**src/rtl/fde_pkg.sv**
```systemverilog
package fde_pkg;
  localparam int OPC_W = 2;

  typedef enum logic [1:0] {
    OP_ADD  = 2'b00,
    OP_JUMP = 2'b01,
    OP_LOAD = 2'b10,
    OP_HALT = 2'b11
  } opcode_e;

  typedef enum logic [2:0] {
    ST_FETCH,
    ST_DECODE,
    ST_EXEC,
    ST_LDWB,
    ST_HALT
  } phase_e;
endpackage

```
**src/rtl/fde_alu.sv**
```systemverilog
module fde_alu #(
  parameter int DATA_W = 8
) (
  input  logic [DATA_W-1:0] opa,
  input  logic [DATA_W-1:0] opb,
  output logic [DATA_W-1:0] sum,
  output logic              opa_pos
);
  assign sum     = opa + opb;
  // strictly positive in two's complement: sign clear and not zero
  assign opa_pos = ~opa[DATA_W-1] & (|opa);
endmodule

```
**src/rtl/fde_regfile.sv**
```systemverilog
module fde_regfile #(
  parameter int DATA_W = 8,
  parameter int IDX_W  = 4
) (
  input  logic              clk,
  input  logic              rst_n,
  input  logic              we,
  input  logic [IDX_W-1:0]  waddr,
  input  logic [DATA_W-1:0] wdata,
  input  logic [IDX_W-1:0]  ra_a,
  output logic [DATA_W-1:0] rd_a,
  input  logic [IDX_W-1:0]  ra_b,
  output logic [DATA_W-1:0] rd_b,
  input  logic [IDX_W-1:0]  ra_peek,
  output logic [DATA_W-1:0] rd_peek
);
  localparam int COUNT = 1 << IDX_W;

  logic [DATA_W-1:0] regs_q [COUNT];

  always_ff @(posedge clk or negedge rst_n) begin
    if (!rst_n) begin
      for (int i = 0; i < COUNT; i++) regs_q[i] <= '0;
    end else if (we) begin
      regs_q[waddr] <= wdata;
    end
  end

  assign rd_a    = regs_q[ra_a];
  assign rd_b    = regs_q[ra_b];
  assign rd_peek = regs_q[ra_peek];


  reg_write_lands_chk: assert property (@(posedge clk) disable iff (!rst_n)
    we |=> regs_q[$past(waddr)] == $past(wdata));
endmodule

```
**src/rtl/fde_mem.sv**
```systemverilog
module fde_mem #(
  parameter int WORD_W = 16,
  parameter int ADDR_W = 8
) (
  input  logic              clk,
  input  logic              wr_en,
  input  logic [ADDR_W-1:0] wr_addr,
  input  logic [WORD_W-1:0] wr_data,
  input  logic              rd_en,
  input  logic [ADDR_W-1:0] rd_addr,
  output logic [WORD_W-1:0] rd_data
);
  localparam int DEPTH = 1 << ADDR_W;

  logic [DEPTH-1:0]  word_sel;
  logic [WORD_W-1:0] word_bus [DEPTH];

  for (genvar i = 0; i < DEPTH; i++) begin : g_word
    logic [WORD_W-1:0] word_q;
    assign word_sel[i] = wr_en && (wr_addr == ADDR_W'(i));
    always_ff @(posedge clk) begin
      if (word_sel[i]) word_q <= wr_data;
    end
    assign word_bus[i] = word_q;
  end

  // read multiplexer with registered output
  always_ff @(posedge clk) begin
    if (rd_en) rd_data <= word_bus[rd_addr];
  end

  always_comb begin

    word_sel_onehot_chk: assert ($onehot0(word_sel));
  end
endmodule

```
**src/rtl/fde_ctrl.sv**
```systemverilog
module fde_ctrl
  import fde_pkg::*;
#(
  parameter int DATA_W  = 8,
  parameter int IDX_W   = 4,
  parameter int ADDR_W  = 8,
  parameter int INSTR_W = 16
) (
  input  logic               clk,
  input  logic               rst_n,
  input  logic [INSTR_W-1:0] mem_rdata,
  output logic               mem_rd_en,
  output logic [ADDR_W-1:0]  mem_raddr,
  output logic [IDX_W-1:0]   ra_a,
  output logic [IDX_W-1:0]   ra_b,
  input  logic [DATA_W-1:0]  alu_sum,
  input  logic               alu_pos,
  output logic               rf_we,
  output logic [IDX_W-1:0]   rf_waddr,
  output logic [DATA_W-1:0]  rf_wdata,
  output logic               halted
);
  localparam int SPARE_LO = 3 * IDX_W;
  localparam int SPARE_HI = INSTR_W - OPC_W - 1;

  phase_e              state_q, state_d;
  logic [ADDR_W-1:0]   ip_q, ip_d;
  logic                ip_en;
  logic [INSTR_W-1:0]  ir_q;
  logic                ir_en;

  opcode_e             opc;
  logic [IDX_W-1:0]    f_dst, f_srca, f_srcb, f_reg;
  logic [ADDR_W-1:0]   f_addr;

  assign opc    = opcode_e'(ir_q[INSTR_W-1 -: OPC_W]);
  assign f_dst  = ir_q[IDX_W-1:0];
  assign f_srcb = ir_q[2*IDX_W-1:IDX_W];
  assign f_srca = ir_q[3*IDX_W-1:2*IDX_W];
  assign f_reg  = ir_q[ADDR_W+IDX_W-1:ADDR_W];
  assign f_addr = ir_q[ADDR_W-1:0];

  if (SPARE_HI >= SPARE_LO) begin : g_spare
    logic spare_unused;
    assign spare_unused = ^ir_q[SPARE_HI:SPARE_LO];
  end

  assign ra_a   = (opc == OP_ADD) ? f_srca : f_reg;
  assign ra_b   = f_srcb;
  assign halted = (state_q == ST_HALT);

  always_comb begin
    state_d   = state_q;
    ip_d      = ip_q;
    ip_en     = 1'b0;
    ir_en     = 1'b0;
    mem_rd_en = 1'b0;
    mem_raddr = ip_q;
    rf_we     = 1'b0;
    rf_waddr  = f_dst;
    rf_wdata  = alu_sum;
    unique case (state_q)
      ST_FETCH: begin
        mem_rd_en = 1'b1;
        ip_d      = ip_q + 1'b1;
        ip_en     = 1'b1;
        state_d   = ST_DECODE;
      end
      ST_DECODE: begin
        ir_en   = 1'b1;
        state_d = ST_EXEC;
      end
      ST_EXEC: begin
        unique case (opc)
          OP_ADD: begin
            rf_we   = 1'b1;
            state_d = ST_FETCH;
          end
          OP_JUMP: begin
            ip_d    = f_addr;
            ip_en   = alu_pos;
            state_d = ST_FETCH;
          end
          OP_LOAD: begin
            mem_rd_en = 1'b1;
            mem_raddr = f_addr;
            state_d   = ST_LDWB;
          end
          OP_HALT: state_d = ST_HALT;
        endcase
      end
      ST_LDWB: begin
        rf_we    = 1'b1;
        rf_waddr = f_reg;
        rf_wdata = mem_rdata[DATA_W-1:0];
        state_d  = ST_FETCH;
      end
      ST_HALT: state_d = ST_HALT;
      default: state_d = ST_FETCH;
    endcase
  end

  always_ff @(posedge clk or negedge rst_n) begin
    if (!rst_n) begin
      state_q <= ST_FETCH;
      ip_q    <= '0;
      ir_q    <= '0;
    end else begin
      state_q <= state_d;
      if (ip_en) ip_q <= ip_d;
      if (ir_en) ir_q <= mem_rdata;
    end
  end


  fetch_to_decode_chk: assert property (@(posedge clk) disable iff (!rst_n)
    state_q == ST_FETCH |=> state_q == ST_DECODE);

  decode_to_exec_chk: assert property (@(posedge clk) disable iff (!rst_n)
    state_q == ST_DECODE |=> state_q == ST_EXEC);

  load_wait_chk: assert property (@(posedge clk) disable iff (!rst_n)
    (state_q == ST_EXEC && opc == OP_LOAD) |=> state_q == ST_LDWB);

  ip_step_chk: assert property (@(posedge clk) disable iff (!rst_n)
    state_q == ST_FETCH |=> ip_q == ADDR_W'($past(ip_q) + 1'b1));

  jump_take_chk: assert property (@(posedge clk) disable iff (!rst_n)
    (state_q == ST_EXEC && opc == OP_JUMP && alu_pos) |=> ip_q == $past(f_addr));

  jump_hold_chk: assert property (@(posedge clk) disable iff (!rst_n)
    (state_q == ST_EXEC && opc == OP_JUMP && !alu_pos) |=> $stable(ip_q));

  halt_sticky_chk: assert property (@(posedge clk) disable iff (!rst_n)
    state_q == ST_HALT |=> (state_q == ST_HALT && !rf_we));
endmodule

```
**src/rtl/fde_cpu.sv**
```systemverilog
module fde_cpu #(
  parameter int DATA_W  = 8,
  parameter int IDX_W   = 4,
  parameter int ADDR_W  = 8,
  parameter int INSTR_W = 16
) (
  input  logic               clk,
  input  logic               rst_n,
  input  logic               pre_we,
  input  logic [ADDR_W-1:0]  pre_addr,
  input  logic [INSTR_W-1:0] pre_data,
  input  logic [IDX_W-1:0]   peek_sel,
  output logic [DATA_W-1:0]  peek_data,
  output logic               halted
);
  logic [INSTR_W-1:0] mem_rdata;
  logic               mem_rd_en;
  logic [ADDR_W-1:0]  mem_raddr;
  logic [IDX_W-1:0]   ra_a, ra_b, rf_waddr;
  logic [DATA_W-1:0]  rd_a, rd_b, rf_wdata, alu_sum;
  logic               alu_pos, rf_we;

  fde_mem #(.WORD_W(INSTR_W), .ADDR_W(ADDR_W)) u_mem (
    .clk     (clk),
    .wr_en   (pre_we),
    .wr_addr (pre_addr),
    .wr_data (pre_data),
    .rd_en   (mem_rd_en),
    .rd_addr (mem_raddr),
    .rd_data (mem_rdata)
  );

  fde_regfile #(.DATA_W(DATA_W), .IDX_W(IDX_W)) u_rf (
    .clk     (clk),
    .rst_n   (rst_n),
    .we      (rf_we),
    .waddr   (rf_waddr),
    .wdata   (rf_wdata),
    .ra_a    (ra_a),
    .rd_a    (rd_a),
    .ra_b    (ra_b),
    .rd_b    (rd_b),
    .ra_peek (peek_sel),
    .rd_peek (peek_data)
  );

  fde_alu #(.DATA_W(DATA_W)) u_alu (
    .opa     (rd_a),
    .opb     (rd_b),
    .sum     (alu_sum),
    .opa_pos (alu_pos)
  );

  fde_ctrl #(
    .DATA_W(DATA_W), .IDX_W(IDX_W), .ADDR_W(ADDR_W), .INSTR_W(INSTR_W)
  ) u_ctrl (
    .clk       (clk),
    .rst_n     (rst_n),
    .mem_rdata (mem_rdata),
    .mem_rd_en (mem_rd_en),
    .mem_raddr (mem_raddr),
    .ra_a      (ra_a),
    .ra_b      (ra_b),
    .alu_sum   (alu_sum),
    .alu_pos   (alu_pos),
    .rf_we     (rf_we),
    .rf_waddr  (rf_waddr),
    .rf_wdata  (rf_wdata),
    .halted    (halted)
  );
endmodule

```
**config.mk**
```make
export PLATFORM = sky130hd
export DESIGN_NAME = fde_cpu
export DESIGN_NICKNAME = d
export VERILOG_FILES = /design/src/rtl/fde_pkg.sv /design/src/rtl/fde_alu.sv /design/src/rtl/fde_regfile.sv /design/src/rtl/fde_mem.sv /design/src/rtl/fde_ctrl.sv /design/src/rtl/fde_cpu.sv
export SDC_FILE = /design/constraint.sdc
export NUM_CORES = 2
export LEC_CHECK = 0
export BUFFER_PORTS_ARGS = -buffer_cell sky130_fd_sc_hd__buf_2
export CORE_MARGIN = 2
export CORE_UTILIZATION = 45
export DETAILED_ROUTE_END_ITERATION = 10
export HOLD_SLACK_MARGIN = 0.15
export PLACE_DENSITY_LB_ADDON = 0.12
export SKIP_LAST_GASP = 1
export SLEW_MARGIN = 30
export SYNTH_ARGS = -nofsm -noshare
export SYNTH_HDL_FRONTEND = slang
export SYNTH_HIERARCHICAL = 1
export SYNTH_SLANG_ARGS = --single-unit
```
**constraint.sdc**
```tcl
create_clock -name clk -period 3.7 [get_ports clk]
set_input_delay 0 -clock clk [delete_from_list [all_inputs] [get_ports clk]]
set_output_delay 0 -clock clk [all_outputs]
set_load 0.05 [all_outputs]
```
==> results.py <==
metrics = {
    "floorplan": {
        "die_x_um": 580.0,
        "fp.dieH_um": 580.0,
        "die-area_um2": 336400,
        "core_um2": 330300,
        "ios": 40,
        "start_util_pct": 45.21,
        "num_rows": 211,
    },
    "critical_path": {
        "r2r-end": "u_mem/rd_data[5]",
        "slowest_stage": "mux4_2",
        "crit_path_end_kind": "flop",
        "crit_chain": "nor2_2, nand4b_1, mux2_8, buf_16, buf_12, buf_12, buf_6, mux4_2, mux4_2, a22o_4, o32ai_4, buf_6, nor4_2",
        "ff2ff_setup_slack_ps": -360,
        "cp-start-kind": "flop",
        "timing_worst_setup_path_type": "reg2reg",
        "r2r_start": "u_ctrl/state_q[0]",
        "crit_fanout": 8,
        "arrival_ps": 4770,
        "reg2reg_depth": 13,
        "crit_required_ps": 4410,
        "critical-path-max-stage-delay_ps": 540,
    },
    "routing": {
        "drt_iter0_markers": 9159,
        "vias": 78420,
        "first_pass_iters": 7,
        "routed_wl_um": 427600,
        "wl_per_cell_um": 33.01,
        "viasPerCell": 6.054,
        "drc": 0,
        "ant_nets": 0,
    },
    "pwr": {
        "power_frac_seq_pct": 34.7,
        "leakage_nw": 59.18,
        "intPower_mw": 94.01,
        "p_per_area_nw_per_um2": 791.0,
        "swShare_pct": 32.68,
        "power.switching_mw": 45.63,
        "combPwrFrac_pct": 37.7,
        "vdd_drop_max_v": 0.0004289,
        "clockPowerShare_pct": 27.5,
    },
    "global_routing": {
        "gr-total-overflow": 0,
        "grt_first_pass_wirelength_um": 600800,
        "grt_max_degree": 119,
        "grt_use_total_pct": 24.96,
        "grt_antenna_before_repair": 23,
        "grt_pass1_vias": 78020,
    },
    "synth": {
        "synth_area_um2": 149300,
        "synthesis.nets": 7271,
        "syn_area_per_cell_um2": 20.65,
        "synth_cells": 7231,
        "synth_warnings": 6,
    },
    "final_layout": {
        "filler_cell_count": 25550,
        "mostFrequentLayoutCells": "edfxtp_1, buf_4, mux4_2",
        "nNetsFinal": 8290,
        "drive_gt1_share_pct": 32.70,
        "postLayoutCoreUtil_pct": 53.45,
        "layout_commonest_cell": "edfxtp_1",
        "synthToLayoutAreaGrowth_pct": 18.23,
    },
    "clock_tree": {
        "htreeDepth": 5,
        "clock-sinks": 3751,
        "numCtsBuffers": 392,
        "clk_latency_ps": 970,
        "path_clk_slew_ps": 60,
        "ctsLongestPathBuffers": 4,
        "cts-root-buf": "clkbuf_16",
        "cts_tree": "built",
    },
    "outcome": {
        "violations": "setup timing",
        "status": "finished with violations",
    },
    "sta": {
        "drv_slew": 0,
        "finalClockSkew_ps": 41.98,
        "worst_slack_ps": -359.7,
        "relSlewSlack_pct": 34.01,
        "tightest_slew_ps": 989.9,
        "whs_ps": 164.7,
        "period_minus_slack_ps": 4060,
        "clock.fmax_ghz": 0.2463,
        "hold_violations": 0,
        "rsz0062_at_grt": "true",
        "setup_viol": 14,
        "post-route-period-util_pct": 109.7,
        "setup_tns_ps": -3747,
    },
    "min_path": {
        "hold_path_end": "u_mem/g_word[75].word_q[11]",
        "hold_path_startpoint": "pre_data[11]",
        "hp-class": "in2reg",
        "holdPathStages": 2,
    },
    "placed_design": {
        "numPortBuffers": 37,
        "gp_congestion": 0.8564,
        "dp_hpwl_um": 261600,
    },
    "flow_run": {
        "drv_cap": 0,
    },
}
[sequential cells by signal, summed over array words and instances (netlist names)]
name                 count
u_rf/regs_q            128
u_mem/g_word.word_q   3584
u_mem/rd_data           14
u_ctrl/ir_q             14
u_ctrl/state_q           3
u_ctrl/ip_q              8
[stage by stage]
stage	total power, mW	worst slack (ps)	cells	instance area, µm²
5_1_grt	144.5	-398.2	12950	176500
3_3_place_gp	96.81	-1022	12050	160500
3_5_place_dp	97.09	-940.8	12050	160500
4_1_cts	138.4	-360.1	12870	175000
2_1_floorplan	78.04	199.1	7231	149300
6_report	139.6	-359.7	12950	176500
[power by group through the flow]
stage / clock network, mW / registers (mW) / logic (mW)
global route: 40.8 / 48.6 / 55.1
detailed placement: 0 / 49.4 / 47.7
floorplan: 0 / 48.9 / 29.1
global placement: 0 / 49.3 / 47.5
finish: 38.4 / 48.5 / 52.7
CTS: 39.1 / 48.5 / 50.7
[final cells by class]
| class | count | area (µm²) | area share, % |
|---|---|---|---|
| clock inverters | 232 | 2163 | 1.225 |
| well taps | 4366 | 5463 | 3.094 |
| flip-flops and latches | 3751 | 111900 | 63.37 |
| repair buffers | 1132 | 11250 | 6.373 |
| inverters | 11 | 53.80 | 0.03048 |
| clock buffers | 490 | 10300 | 5.835 |
| multi-input cells | 2962 | 35400 | 20.05 |
| diodes | 10 | 25.02 | 0.01418 |
[per-layer routing]
| metal | up-vias | global-route usage (%) | part of all wire (%) | wire (µm) |
|---|---|---|---|---|
| li1 | 32490 | - | - | - |
| met1 | 42150 | 36.17 | 42 | 179100 |
| met2 | 3236 | 39.95 | 48 | 203600 |
| met3 | 541 | 3.953 | 7.9 | 33920 |
| met4 | 2 | 5.772 | 2.6 | 11090 |
| met5 | - | 0 | 0.0030 | 13 |
[critical path, delay by kind of cell (launching register included)]
| kind | cells | cell delay, ps |
|---|---|---|
| AOI/OAI and AO/OA | 2 | 640 |
| and+or+nand+nor | 3 | 400 |
| buffers and inverters | 5 | 800 |
| DFF | 1 | 400 |
| muxes | 3 | 1470 |
[worst max path at each step]
stage,startpoint,endpoint,slack (ps),cells after the start
finish,u_ctrl/state_q[0],u_mem/rd_data[5],-360,13
global route,u_ctrl/state_q[0],u_mem/rd_data[2],-400,13
detailed placement,u_ctrl/state_q[0],u_mem/rd_data[8],-940,12
CTS,u_ctrl/state_q[2],u_mem/rd_data[5],-360,13
global placement,u_ctrl/state_q[0],u_mem/rd_data[8],-1020,12
floorplan,u_ctrl/state_q[0],u_mem/rd_data[4],200,13
[repair_timing]
| item | in CTS | in global routing |
|---|---|---|
| endpoints found under the hold margin | 5494 | 68 |
| pin swaps | 24 | 32 |
| hold buffers | 41 | 3 |
| resized for setup | 147 | 126 |
| setup buffers | 45 | 63 |
| cloned | 15 | 14 |
| endpoints found under the setup margin | 46 | 78 |
No activity file was read; power rests on OpenSTA's default activity.
